## config.mk

```make
export PLATFORM = sky130hd
export DESIGN_NAME = sync_mode_ctrl
export DESIGN_NICKNAME = d
export VERILOG_FILES = /design/src/rtl/sync_mode_pkg.sv /design/src/rtl/acq_window_timer.sv /design/src/rtl/mode_next_state.sv /design/src/rtl/sync_mode_ctrl.sv
export SDC_FILE = /design/constraint.sdc
export NUM_CORES = 1
export LEC_CHECK = 0
export BUFFER_PORTS_ARGS = -buffer_cell sky130_fd_sc_hd__buf_2
export CAP_MARGIN = 20
export CORE_AREA = 2 2 42 44
export CTS_CLUSTER_DIAMETER = 40
export CTS_CLUSTER_SIZE = 20
export DETAILED_ROUTE_END_ITERATION = 8
export DIE_AREA = 0 0 44 46
export PLACE_DENSITY = 0.77
export SYNTH_ARGS = -nofsm -noshare
export SYNTH_HDL_FRONTEND = slang
export SYNTH_SLANG_ARGS = --single-unit
```

## constraint.sdc

```tcl
create_clock -name clk -period 1.55 [get_ports clk]
set_input_delay 0.155 -clock clk [delete_from_list [all_inputs] [get_ports clk]]
set_output_delay 0.155 -clock clk [all_outputs]
set_load 0.01 [all_outputs]
```

## src/rtl/sync_mode_pkg.sv

```systemverilog
package sync_mode_pkg;
    typedef enum logic [2:0] {
        MODE_FREE = 3'd0,
        MODE_PRE  = 3'd1,
        MODE_LOCK = 3'd2,
        MODE_HOLD = 3'd3,
        MODE_PRE2 = 3'd4
    } sync_mode_e;
endpackage

```

## src/rtl/acq_window_timer.sv

```systemverilog
module acq_window_timer #(
    parameter int LIMIT = 100
) (
    input  logic clk,
    input  logic rst,
    input  logic run,
    input  logic tick,
    output logic expire
);
    localparam int CW = $clog2(LIMIT + 1);
    localparam logic [CW-1:0] LAST = CW'(LIMIT - 1);

    logic [CW-1:0] cnt;

    // counter is cleared whenever no acquisition attempt is running
    always_ff @(posedge clk) begin
        if (rst || !run) begin
            cnt <= '0;
        end else if (tick && cnt != LAST) begin
            cnt <= cnt + 1'b1;
        end
    end

    assign expire = run && tick && (cnt == LAST);


    cnt_range_chk: assert property (@(posedge clk) disable iff (rst)
        cnt <= LAST);
endmodule

```

## src/rtl/mode_next_state.sv

```systemverilog
module mode_next_state
    import sync_mode_pkg::*;
(
    input  sync_mode_e cur,
    input  logic       ref_valid,
    input  logic       ref_selected,
    input  logic       hi_pri_restored,
    input  logic       revertive_en,
    input  logic       lock_det,
    input  logic       freq_stable,
    input  logic       expire,
    input  logic       sw_hold_req,
    input  logic       sw_release_req,
    output sync_mode_e nxt
);
    logic acquire, revert;

    assign acquire = ref_valid && ref_selected;
    assign revert  = revertive_en && hi_pri_restored;

    always_comb begin
        nxt = cur;
        unique case (cur)
            MODE_FREE: begin
                if (acquire) nxt = MODE_PRE;
            end
            MODE_PRE: begin
                if (!ref_valid)    nxt = MODE_FREE;
                else if (lock_det) nxt = MODE_LOCK;
                else if (expire)   nxt = MODE_FREE;
            end
            MODE_LOCK: begin
                if (!ref_valid)                      nxt = freq_stable ? MODE_HOLD : MODE_FREE;
                else if (sw_hold_req && freq_stable) nxt = MODE_HOLD;
                else if (revert)                     nxt = freq_stable ? MODE_PRE2 : MODE_PRE;
            end
            MODE_HOLD: begin
                if (sw_release_req)         nxt = MODE_FREE;
                else if (acquire || revert) nxt = MODE_PRE2;
            end
            MODE_PRE2: begin
                if (sw_hold_req || !ref_valid) nxt = MODE_HOLD;
                else if (lock_det)             nxt = MODE_LOCK;
                else if (expire)               nxt = MODE_HOLD;
            end
            default: nxt = MODE_FREE;
        endcase
    end
endmodule

```

## src/rtl/sync_mode_ctrl.sv

```systemverilog
module sync_mode_ctrl
    import sync_mode_pkg::*;
#(
    parameter int LOCK_TIMEOUT_S = 100
) (
    input  logic       clk,
    input  logic       rst,
    input  logic       ref_valid,
    input  logic       ref_selected,
    input  logic       hi_pri_restored,
    input  logic       revertive_en,
    input  logic       lock_det,
    input  logic       freq_stable,
    input  logic       sec_tick,
    input  logic       sw_hold_req,
    input  logic       sw_release_req,
    output logic [2:0] mode_state,
    output logic       hold_strobe
);
    sync_mode_e cur, nxt;
    logic       acq_run, acq_expire;

    assign acq_run = (cur == MODE_PRE) || (cur == MODE_PRE2);

    acq_window_timer #(.LIMIT(LOCK_TIMEOUT_S)) u_timer (
        .clk    (clk),
        .rst    (rst),
        .run    (acq_run),
        .tick   (sec_tick),
        .expire (acq_expire)
    );

    mode_next_state u_next (
        .cur             (cur),
        .ref_valid       (ref_valid),
        .ref_selected    (ref_selected),
        .hi_pri_restored (hi_pri_restored),
        .revertive_en    (revertive_en),
        .lock_det        (lock_det),
        .freq_stable     (freq_stable),
        .expire          (acq_expire),
        .sw_hold_req     (sw_hold_req),
        .sw_release_req  (sw_release_req),
        .nxt             (nxt)
    );

    // state register
    always_ff @(posedge clk) begin
        if (rst) cur <= MODE_FREE;
        else     cur <= nxt;
    end

    // output register
    always_ff @(posedge clk) begin
        if (rst) hold_strobe <= 1'b0;
        else     hold_strobe <= (nxt == MODE_HOLD) && (cur != MODE_HOLD);
    end

    assign mode_state = cur;


    legal_state_chk: assert property (@(posedge clk) disable iff (rst)
        mode_state <= 3'd4);


    strobe_state_chk: assert property (@(posedge clk) disable iff (rst)
        hold_strobe |-> mode_state == 3'd3);


    strobe_single_chk: assert property (@(posedge clk) disable iff (rst)
        hold_strobe |=> !hold_strobe);


    lock_to_hold_chk: assert property (@(posedge clk) disable iff (rst)
        (mode_state == 3'd3 && $past(mode_state) == 3'd2) |-> $past(freq_stable));


    pre_to_lock_chk: assert property (@(posedge clk) disable iff (rst)
        (mode_state == 3'd2 && $past(mode_state) == 3'd1) |-> $past(lock_det));


    pre2_to_lock_chk: assert property (@(posedge clk) disable iff (rst)
        (mode_state == 3'd2 && $past(mode_state) == 3'd4) |-> $past(lock_det));
endmodule

```

# Word-level counts from Yosys, hierarchy flattened
# Cells that the tools add are included.
# totals
inputBits	11
elab_cells	41
out_inout_bits	4
register_bits	11
# op_classes
addsub	1
eq_ne	8
n_reduce_logical	14
muxes	15
# ops
op	count
3-bit 2-to-1 mux	13
3-bit one-hot mux with 5 select lines	1
3-bit by 2-bit == test with 1-bit output (second input constant)	3
7-bit by 1-bit adder with 7-bit output (second input constant)	1
7-bit == test (second input constant)	1
1-bit logical AND	7
7-bit inequality test (second input constant)	1
1-bit logical OR	4
3-bit by 1-bit == test with 1-bit output (second input constant)	1
3-bit == test (second input constant)	1
3-bit logical NOT	1
3-bit by 2-bit inequality test with 1-bit output (second input constant)	1
1-bit logical NOT	2
2-bit 2-to-1 mux	1

# Depth between registers and ports, before layout
# depth
word_depth	10
mapped_depth	6
ltp_nobuf	5

# Cells and area by module
# From an unflattened synthesis, not the netlist that was laid out.
# unflattened
cells_unflattened	77
area_unflattened_um2	664.4
# modules_own_cells
module	area_each_um2	instances	seq_area_each_um2	cells_each
acq_window_timer	342.8	1	140.1	38
mode_next_state	185.2	1	0.0	28
sync_mode_ctrl	136.4	1	80.1	11

# Least setup slack after synthesis
# Ideal clock, no wire load.
# synth_path
path_kind	register to register
start	register cur[0], in the netlist mode_state[0]
end	register hold_strobe
slack_ps	37
synth_period_minus_slack_ps	1513
path_buffers	1
t_required_ps	1462
path_stages_with_launch	7
setup_ps	88
arrival_ps	1425
cell_sequence	dfxtp_1 -> buf_2 -> nor4bb_1 -> and3_1 -> a21oi_1 -> o221a_1 -> nor4_2
# synth_between
elab_chain_cells	10
# synth_rtl
element	line_no	text
start: declaration	sync_mode_ctrl.sv:20	sync_mode_e cur, nxt;
start signal: assignment	sync_mode_ctrl.sv:50	else cur <= nxt;
3-bit by 1-bit == test with 1-bit output / 3-bit == test (equally long branches)	mode_next_state.sv:23, sync_mode_ctrl.sv:23	
1-bit logical OR	sync_mode_ctrl.sv:23	assign acq_run = (cur == MODE_PRE) || (cur == MODE_PRE2);
1-bit logical AND (2 in series)	acq_window_timer.sv:24	assign expire = run && tick && (cnt == LAST);
3-bit 2-to-1 mux, on equally long branches	mode_next_state.sv:44, mode_next_state.sv:30	
3-bit 2-to-1 mux, on equally long branches	mode_next_state.sv:43, mode_next_state.sv:29	
3-bit 2-to-1 mux, on equally long branches	mode_next_state.sv:42, mode_next_state.sv:28	
3-bit one-hot mux with 5 select lines	mode_next_state.sv:23	unique case (cur)
3-bit by 2-bit == test with 1-bit output	sync_mode_ctrl.sv:56	else hold_strobe <= (nxt == MODE_HOLD) && (cur != MODE_HOLD);
1-bit logical AND *	sync_mode_ctrl.sv:56	
end signal: assignment	sync_mode_ctrl.sv:56	
end: declaration	sync_mode_ctrl.sv:18	output logic hold_strobe
# Every way passes the cells marked *; elsewhere a longest branch is shown, timed or not.
# A chain may end at the register's enable or synchronous reset.

# Worst setup path in the final report
# layout_path
start	register u_timer.cnt[2]
end	register hold_strobe
# layout_between
elab_chain_cells	8
# layout_rtl
element	line_no	text
start: declaration	acq_window_timer.sv:13	logic [CW-1:0] cnt;
start signal: assignment	acq_window_timer.sv:20	cnt <= cnt + 1'b1;
7-bit == test *	acq_window_timer.sv:24	
1-bit logical AND *	acq_window_timer.sv:24	
3-bit 2-to-1 mux, on equally long branches	mode_next_state.sv:44, mode_next_state.sv:30	
3-bit 2-to-1 mux, on equally long branches	mode_next_state.sv:43, mode_next_state.sv:29	
3-bit 2-to-1 mux, on equally long branches	mode_next_state.sv:42, mode_next_state.sv:28	
3-bit one-hot mux with 5 select lines *	mode_next_state.sv:23	
3-bit by 2-bit == test with 1-bit output *	sync_mode_ctrl.sv:56	
1-bit logical AND *	sync_mode_ctrl.sv:56	
# Marked as above.

==> key figures <==
Route
  • Drc violations: 0
  • Post-DR wirelength/cell: 13.58 um
  • Initial DRC Count: 9
  • Antenna-violating nets left: 0
  • Routed wire length: 1602 um
  • Drt via density: 5.661
  • Vias: 668
  • Pre-antenna DRT Iters: 4

Finish
  • Finished Layout Cells: 118
  • Antenna Cells: 0
  • Synthesis-to-finish area growth: 29.41%
  • Final #Nets: 114
  • Layout cells sized above 1: 32.67%
  • Final Util: 52.87%

Global routing
  • Antenna violations before repair: 0
  • GRT Residual Overflow: 0
  • Vias in the first global route: 589
  • First-pass GRT wire length: 2573 um
  • Largest net degree at the start of global routing: 10
  • GRT Total Usage: 18.42%

Critical path
  • Worst path arrival time: 1750 ps
  • CP max stage delay: 340 ps
  • CP cell instances: nor4b_4, and4_4, mux2i_1, o211a_1, nor4_2
  • Worst path bufs/invs: 0
  • Critical path class: flip-flop to flip-flop
  • CP endpoint kind: flip-flop
  • Kind of cell adding the most delay to the critical path: simple AND/OR/NAND/NOR gates
  • CP max-delay cell: dfxtp_2
  • Kind of start point of the critical path: flip-flop
  • Worst Path Required: 1750 ps
  • Crit-path max FO: 3

Pwr
  • Leak: 0.3251 nW
  • Power Density: 662.3 mW/mm2
  • Peak supply drop: 0.0003814 V

Synthesis
  • Mapped cell area: 659.4 um2
  • Avg Cell Area, Syn: 8.347 um2
  • Seq/Total Area, Yosys: 33.40%
  • Synth Warn #: 0
  • Yosys reg bits: 11
  • Post-Syn Nets: 91
  • Synth Instances: 79
  • Yosys cell types: 32

Floorplanning
  • Row count: 15
  • Starting density of the core: 40.85%
  • I/O pin cnt: 15
  • Die height: 46 um
  • Core Area: 0.001614 mm2
  • Die width: 44 um
  • Die Footprint: 0.002024 mm2

STA
  • Setup slack after layout: -0.9273 ps
  • Fmax achieved: 644.8 MHz
  • Setup violations, final: 1
  • Relative slew slack: 81.96%
  • Setup Skew: 4.129 ps
  • Worst-Margin Slew: 267.8 ps
  • Slew Viols, Final: 0
  • Final Critical Period: 1551 ps
  • Hold WS: 182.9 ps
  • Period Utilization, post-route: 100.1%
  • RSZ-0062 raised after global routing: true
  • Hold Fails Final Rpt: 0

Clock tree
  • CTS H-tree depth: 1
  • Clock slew at reported path FFs: 80 ps
  • Clock sinks: 11
  • Latest clock arrival within the worst-skew pair: 280 ps
  • # hold bufs at CTS: 0
  • Clock tree from TritonCTS: done
  • Clock Tree Buf Depth: 2
  • Total CTS buffers: 3
  • CTS Root Cell: clkbuf_4

Place
  • Port Buf Inserts: 14
  • DPL Wire Length: 1084 um
  • Final GP Congestion: 0.8411
  • Dpl cells: 113

Hold path
  • Tightest Hold Check Type: input port to flip-flop

Status
  • Status: complete, but fails checks
  • Failing checks: setup timing

Job
  • Max Cap Viol: 0
cell type report:
| class | instances | area (um2) |
|---|---|---|
| well taps | 17 | 21.27 |
| fillers | 154 | 760.7 |
| flip-flops and latches | 11 | 222.7 |
| clock buffers | 4 | 26.28 |
| repair buffers | 21 | 122.6 |
| multi-input cells | 65 | 460.4 |
routing by layer:
layer | share of wire [%] | routed length, um | GRT usage [%] | vias to the layer above
met5 | 0 | 0 | 0 | -
met2 | 50 | 804 | 31.18 | 23
met3 | 5.3 | 85 | 4.762 | 2
li1 | - | - | - | 338
met4 | 1.2 | 19 | 12.73 | 0
met1 | 43 | 692 | 20.05 | 305
registers in the layout (all words and copies together) (netlist names):
register     count
hold_strobe      1
mode_state       3
u_timer.cnt      7
worst min-delay path: stages:
cell	delay, ps
buf_2	120
a22oi_1	70
nor2_1	80
power breakdown:
| group | switching, mW | internal [mW] |
|---|---|---|
| clock network | 0.110 | 0.100 |
| registers | 0.00253 | 0.285 |
| logic | 0.0369 | 0.0308 |
| total | 0.149 | 0.416 |
cell families after synthesis:
group,synth area share [%]
AO/OA/AOI/OAI,14.61
XOR/XNOR,6.641
adder cells (fa/ha/maj),3.415
buffers and inverters,2.087
flip-flops,33.40
multiplexers,3.036
AND/OR/NAND/NOR,36.81
timing repair:
item / 4_1_cts / 5_1_grt
pin swaps: 4 / 3
setup buffers: 1 / 0
cloned: 0 / 0
setup endpoints to repair: 1 / 2
resized for setup: 3 / 5
cell usage in the layout, fill, tap and decap left out, drive strengths merged, types with 2 or more instances in the layout:
cell type	instances
nor2b	3
nand4	3
or3	3
xor2	4
mux2i	2
nor2	9
o21ai	4
nand3	4
nand2	7
buf	21
dfxtp	11
clkbuf	4
a21oi	7
nor4b	2
synth_stat cells, drive strengths merged:
library cell / number / area, um2
a21oi: 7 / 35.03
a22oi: 1 / 7.510
a31oi: 1 / 6.260
and2: 1 / 6.260
and3: 1 / 6.260
and4: 1 / 11.26
and4bb: 1 / 12.51
buf: 2 / 10.01
clkbuf: 1 / 3.750
dfxtp: 11 / 220.2
ha: 1 / 12.51
maj3: 1 / 10.01
mux2i: 2 / 20.02
nand2: 7 / 26.28
nand2b: 1 / 6.260
nand3: 4 / 20.02
nand4: 3 / 18.77
nand4b: 1 / 8.760
nor2: 9 / 33.78
nor2b: 3 / 18.77
nor4: 1 / 12.51
nor4b: 2 / 23.77
nor4bb: 1 / 10.01
o211a: 1 / 10.01
o21ai: 4 / 20.02
o221a: 1 / 11.26
o22ai: 1 / 6.260
or3: 3 / 18.77
or3b: 1 / 8.760
xnor2: 1 / 8.760
xor2: 4 / 35.03
per-stage QoR:
stage          area [um2]  setup slack [ps]  total power, mW  TNS (ps)
6_report            853.3           -0.9273           0.5652   -0.9273
5_1_grt             853.3            -30.63           0.5921    -58.55
2_1_floorplan       659.4             37.14           0.3266         0
3_5_place_dp        782.0             1.413           0.3551         0
3_3_place_gp        782.0             49.25           0.3537         0
4_1_cts             832.0             31.93           0.5604         0
worst paths after layout:
kind	from	slack, ps	end	depth (start not counted)
worst max-delay path	u_timer.cnt[2]	-0.9	hold_strobe	5
worst min-delay path	ref_valid	180	mode_state[2]	3
worst max register to register	u_timer.cnt[2]	-0.9	hold_strobe	5
worst min register to register	u_timer.cnt[1]	490	u_timer.cnt[1]	2
Power figures use the tool's default switching activity.
